===== config.mk =====
export PLATFORM = sky130hd
export DESIGN_NAME = pdiv_top
export DESIGN_NICKNAME = d
export VERILOG_FILES = /design/src/rtl/pdiv_pkg.sv /design/src/rtl/pdiv_word_hold.sv /design/src/rtl/pdiv_up_counter.sv /design/src/rtl/pdiv_phase_fsm.sv /design/src/rtl/pdiv_top.sv
export SDC_FILE = /design/constraint.sdc
export NUM_CORES = 1
export LEC_CHECK = 0
export BUFFER_PORTS_ARGS = -buffer_cell sky130_fd_sc_hd__buf_2
export CAP_MARGIN = 20
export CORE_AREA = 2 2 52 54
export CTS_CLUSTER_SIZE = 20
export DETAILED_ROUTE_END_ITERATION = 8
export DIE_AREA = 0 0 54 56
export PLACE_DENSITY = 0.67
export SYNTH_ARGS = -nofsm -noshare
export SYNTH_HDL_FRONTEND = slang
export SYNTH_SLANG_ARGS = --single-unit

===== constraint.sdc =====
create_clock -name clk -period 2.3 [get_ports clk]
set_input_delay 0.345 -clock clk [delete_from_list [all_inputs] [get_ports clk]]
set_output_delay 0.345 -clock clk [all_outputs]
set_load 0.1 [all_outputs]

===== src/rtl/pdiv_pkg.sv =====
package pdiv_pkg;
    typedef enum logic {
        ST_COUNTING = 1'b0,
        ST_TERMINAL = 1'b1
    } div_state_e;
endpackage


===== src/rtl/pdiv_word_hold.sv =====
module pdiv_word_hold #(
    parameter int WIDTH = 12
) (
    input  logic             clk,
    input  logic             rst,
    input  logic             wr_i,
    input  logic [WIDTH-1:0] word_i,
    output logic [WIDTH-1:0] held_o
);
    always_ff @(posedge clk) begin
        if (rst || wr_i) begin
            held_o <= word_i;
        end
    end


    hold_without_strobe_chk: assert property (@(posedge clk) disable iff (rst)
        !wr_i |=> $stable(held_o));
endmodule


===== src/rtl/pdiv_up_counter.sv =====
module pdiv_up_counter #(
    parameter int WIDTH = 12
) (
    input  logic             clk,
    input  logic             load_i,
    input  logic [WIDTH-1:0] seed_i,
    output logic [WIDTH-1:0] cnt_o,
    output logic             near_top_o
);
    localparam logic [WIDTH-1:0] TOP      = '1;
    localparam logic [WIDTH-1:0] NEAR_TOP = TOP - WIDTH'(1);

    always_ff @(posedge clk) begin
        if (load_i) begin
            cnt_o <= ~seed_i;
        end else begin
            cnt_o <= cnt_o + WIDTH'(1);
        end
    end

    assign near_top_o = (cnt_o == NEAR_TOP);
endmodule


===== src/rtl/pdiv_phase_fsm.sv =====
module pdiv_phase_fsm
    import pdiv_pkg::*;
(
    input  logic       clk,
    input  logic       rst,
    input  logic       near_top_i,
    input  logic       seed_zero_i,
    output div_state_e state_o,
    output logic       pulse_o
);
    div_state_e state_q;
    div_state_e state_d;

    always_ff @(posedge clk) begin
        if (rst) begin
            state_q <= seed_zero_i ? ST_TERMINAL : ST_COUNTING;
        end else begin
            state_q <= state_d;
        end
    end

    always_comb begin
        state_d = state_q;
        unique case (state_q)
            ST_COUNTING: state_d = near_top_i  ? ST_TERMINAL : ST_COUNTING;
            ST_TERMINAL: state_d = seed_zero_i ? ST_TERMINAL : ST_COUNTING;
        endcase
    end

    always_comb begin
        pulse_o = (state_q == ST_TERMINAL);
    end

    assign state_o = state_q;


    zero_word_stays_chk: assert property (@(posedge clk) disable iff (rst)
        (pulse_o && seed_zero_i) |=> pulse_o);
endmodule


===== src/rtl/pdiv_top.sv =====
module pdiv_top
    import pdiv_pkg::*;
#(
    parameter int WIDTH = 12
) (
    input  logic             clk,
    input  logic             rst,
    input  logic [WIDTH-1:0] div_word,
    input  logic             word_wr,
    output logic             div_pulse
);
    logic [WIDTH-1:0] held;
    logic [WIDTH-1:0] seed;
    logic [WIDTH-1:0] cnt;
    logic             near_top;
    logic             seed_zero;
    div_state_e       state;

    assign seed      = rst ? div_word : held;
    assign seed_zero = (seed == '0);

    pdiv_word_hold #(.WIDTH(WIDTH)) hold_i (
        .clk(clk), .rst(rst), .wr_i(word_wr), .word_i(div_word), .held_o(held)
    );

    pdiv_phase_fsm fsm_i (
        .clk(clk), .rst(rst), .near_top_i(near_top), .seed_zero_i(seed_zero),
        .state_o(state), .pulse_o(div_pulse)
    );

    pdiv_up_counter #(.WIDTH(WIDTH)) cnt_i (
        .clk(clk), .load_i(rst || (state == ST_TERMINAL)), .seed_i(seed),
        .cnt_o(cnt), .near_top_o(near_top)
    );


    pulse_at_top_chk: assert property (@(posedge clk) disable iff (rst)
        div_pulse |-> (cnt == '1));


    reload_inverse_chk: assert property (@(posedge clk) disable iff (rst)
        div_pulse |=> (cnt == ~$past(held)));


    run_increment_chk: assert property (@(posedge clk) disable iff (rst)
        !div_pulse |=> (cnt == $past(cnt) + WIDTH'(1)));
endmodule


# Word-level counts from Yosys, hierarchy flattened
# Index checks and enable logic that the tools add are counted.
# totals
wordCells	16
regBits	25
rom_bits	0
latchBits	0
in_bits	15
output_inout_bits	1
memories	0
ram_bits	0
# op_classes
n_lt_le_gt_ge	0
n_mul	0
n_eq_ne	1
div	0
n_addsub	1
n_bitwise	2
shifts	0
reduce_logical	3
mux	6
# ops
operator	count
12-bit 2-to-1 mux	2
12-bit by 1-bit adder with 12-bit output, second input constant	1
12-bit equality test, second input constant	1
12-bit zero test	1
12-bit NOT	1
1-bit 2-to-1 mux	3
1-bit logical OR	2
1-bit one-hot mux with 2 select lines	1
1-bit NOT	1

# Longest topological paths before layout
# logic_depth
ltp_word	5
mapped_depth	6

# Hierarchy
# A second synthesis with hierarchy kept.
# unflattened
cells_unflattened	108
area_unflattened_um2	1247.4
# by_module_without_submodules
module	area_each_um2	cells_per_inst	instances	seq_area_each_um2
pdiv_up_counter	609.3	64	1	240.2
pdiv_word_hold	366.6	13	1	360.3
pdiv_top	229.0	27	1	0.0
pdiv_phase_fsm	42.5	4	1	20.0

# Worst setup path before layout
# OpenSTA, ideal clock, no wires.
# synth_timing
path_kind	reg2reg
start	register fsm_i.state_q (netlist: fsm_i.pulse_o)
end	register cnt_i.cnt_o[0]
arrival_ps	1692
path_stages_with_launch	5
n_path_buf	1
path_slack_ps	539
t_required_ps	2230
synth_period_minus_slack_ps	1761
setup_ps	70
path_cell_list	dfxtp_1 > buf_1 > mux2i_1 > nor2_1 > a21oi_1
# synth_between
elab_chain_cells	2
# synth_rtl
element	line	source
start: declaration	pdiv_phase_fsm.sv:11	div_state_e state_q;
start signal: assignment	pdiv_phase_fsm.sv:16	state_q <= seed_zero_i ? ST_TERMINAL : ST_COUNTING;
start signal: assignment	pdiv_phase_fsm.sv:18	state_q <= state_d;
1-bit logical OR	pdiv_top.sv:32	.clk(clk), .load_i(rst || (state == ST_TERMINAL)), .seed_i(seed),
12-bit 2-to-1 mux	pdiv_up_counter.sv:14	if (load_i) begin
end signal: assignment	pdiv_up_counter.sv:15	cnt_o <= ~seed_i;
end signal: assignment	pdiv_up_counter.sv:17	cnt_o <= cnt_o + WIDTH'(1);
end: declaration	pdiv_up_counter.sv:7	output logic [WIDTH-1:0] cnt_o,
# Every way passes these cells.
# A chain may end at the register's enable or synchronous reset.

# Worst setup path in the final report
# layout_timing
start	register fsm_i.state_q (netlist: fsm_i.pulse_o)
end	output port div_pulse
# layout_rtl
element	line	source
end: declaration	pdiv_top.sv:10	output logic div_pulse
# No word-level cell between the ends.

==> results.ini <==
[worst_setup_path]
slowest_delay_ns = 0.63
cp_cell_sequence = buf_2
r2r_setup_slack_ns = 0.80
arrival_ns = 1.46
r2r-start = cnt_i.cnt_o[0]
cp-startpoint = fsm_i.pulse_o
required_ns = 1.96
crit_path_start_kind = flop
worstPathMaxFanout = 15
r2r_cells = 5
cp_slowest_cell = dfxtp_1
path_class = reg -> out
cpLargestDelayFamily = flip-flops
worst_setup_path_end_kind = output pin
path_buf_inv = 1
r2r-end = cnt_i.cnt_o[10]

[pwr]
ir_worst_vdd_mv = 0.493
power.density_nw_per_um2 = 668
power_leakage_uw = 0.000473

[drt]
via_count = 871
wire_per_inst_um = 13.7
drtIter0Drc = 32
routed_wl_um = 2160
drtPass1Iterations = 4
route.detailed.drc = 0
viasPerCell = 5.55
antenna_left = 0

[logic_synthesis]
async_reset_ff_share_pct = 0
ys_seq_area_share_pct = 53.8
syn_nets = 128
synth_ff_type = dfxtp_1
syn_avg_cell_area_um2 = 10.4
synth_cells = 111
yosysUniqueCellTypes = 34
netlist_area_um2 = 1150
ys_warn_count = 0
ys_seq_elements = 25
synth-edff-count = 12

[sta]
tightest_slew_ns = 0.484
setup_tns_ns = 0
finClkSkew_ns = 0.00376
maxSlewHeadroom_pct = 67.9
hold_viol_final = 0
finalMaxSlewViolations = 0
period_minus_slack_ns = 1.81
fin_crit_sh_pct = 78.5
finalSetupViolCount = 0
rsz0062_at_grt = no
max_freq_ghz = 0.554

[layout]
mostFrequentLayoutCells = buf_2, dfxtp_1, edfxtp_1, nor2_1
antennaDiodeCount = 0
area_growth_syn_to_layout_pct = 11.0
final_core_util_pct = 52.6
nets = 145
fin_cells = 157
layout-drive-gt1-share_pct = 18.9
final_common_cell = buf_2
n_fill_cell = 218

[global_routing]
track_usage_pct = 16.0
grt.met1_usage_pct = 21.3
grt_max_degree = 23
grt_pass1_vias = 846
grtUsageMet3_pct = 2.15
antenna_found_initial = 0
grt_pass1_wl_um = 3640
grt.overflow.total = 0
busiest_layer = met2
use_met2_pct = 26.7

[clock_tree]
cts_root_buf = clkbuf_4
cts.repair.resized = 0
clk_latency_ns = 0.30
cts-hold-fix-buffers = 0
postCtsSetupRepairBufs = 0
htree_num_levels = 1
numClockSinks = 25
path_clk_slew_ns = 0.13
cts_tree = built
clock_path_buffers = 2
cts_buffers = 3

[outcome]
status = finished clean

[floorplanning]
io_pins = 16
core_area_um2 = 2430
fp.dieH_um = 56
rows = 18
dieArea_um2 = 3020
start_util_pct = 47.4
fp.dieW_um = 54

[hold_path]
hold_end = hold_i.held_o[9]
hold_class = in -> reg
min-delay-start = div_word[9]
whs_path_depth = 1

[placement]
place_congestion = 0.769
io_buffers = 15
hpwl_um = 1710
dpl.cell_count = 153

[run]
drv_cap = 0

-- kinds of logic after synthesis --
group / after synthesis / share of synthesized area (%)
AOI/OAI and AO/OA: 25 / 14.4
xor gates and xnor gates: 8 / 6.07
adders and majority gates: 2 / 2.17
buffers and inverters: 6 / 2.06
DFF: 25 / 53.8
muxes: 2 / 1.74
and+or+nand+nor: 43 / 19.7
-- sequential cells by signal, summed over array words and instances (netlist names) --
name           count
hold_i.held_o     12
fsm_i.pulse_o      1
cnt_i.cnt_o       12
-- report_power, final --
part | internal (µW) | switching, µW | leakage (µW) | total [µW]
Sequential | 513 | 39.6 | 0.000231 | 553
Clock | 67.6 | 119 | 0.0000150 | 187
Combinational | 54.6 | 60.9 | 0.000226 | 116
Total | 636 | 220 | 0.000473 | 855
-- synth_stat cells (all sizes together), types with 3 or more instances --
cell / instances / area share (%)
a21oi: 7 / 3.0
buf: 3 / 1.1
dfxtp: 13 / 23
edfxtp: 12 / 31
inv: 3 / 0.98
nand2: 7 / 2.3
nand2b: 4 / 2.2
nand3: 6 / 3.0
nor2: 11 / 3.8
nor3: 4 / 1.7
nor4: 4 / 2.2
o21ai: 6 / 2.6
xnor2: 6 / 4.6
-- cell type report --
class,count,area (µm²),share of cell area [%]
well taps,30,37.5,2.93
clock buffers,4,26.3,2.05
repair buffers,15,75.1,5.87
multi-input cells,80,509,39.8
inverters,3,11.3,0.880
flip-flops and latches,25,621,48.5
-- how the worst max path moves through the flow --
stage	slack [ns]	cells past startpoint	endpoint
floorplan	0.54	4	cnt_i.cnt_o[0]
global placement	0.86	5	cnt_i.cnt_o[10]
detailed placement	0.82	5	cnt_i.cnt_o[6]
CTS	0.50	1	div_pulse
global route	0.44	1	div_pulse
finish	0.49	1	div_pulse
-- per-stage QoR --
| step | instance area, µm² | hold WS [ns] | total power (µW) | worst slack, ns |
|---|---|---|---|---|
| global placement | 1250 | 0.457 | 677 | 0.861 |
| detailed placement | 1250 | 0.453 | 679 | 0.821 |
| finish | 1280 | 0.214 | 855 | 0.495 |
| CTS | 1280 | 0.212 | 862 | 0.503 |
| global route | 1280 | 0.205 | 900 | 0.439 |
| floorplan | 1150 | 0.431 | 635 | 0.539 |
-- per-layer routing --
metal,share of wire [%],vias up
met3,3.4,2
li1,-,449
met1,47,401
met4,0.83,0
met2,48,19
met5,0,-
Note: power is estimated with default switching activity, not from simulation.
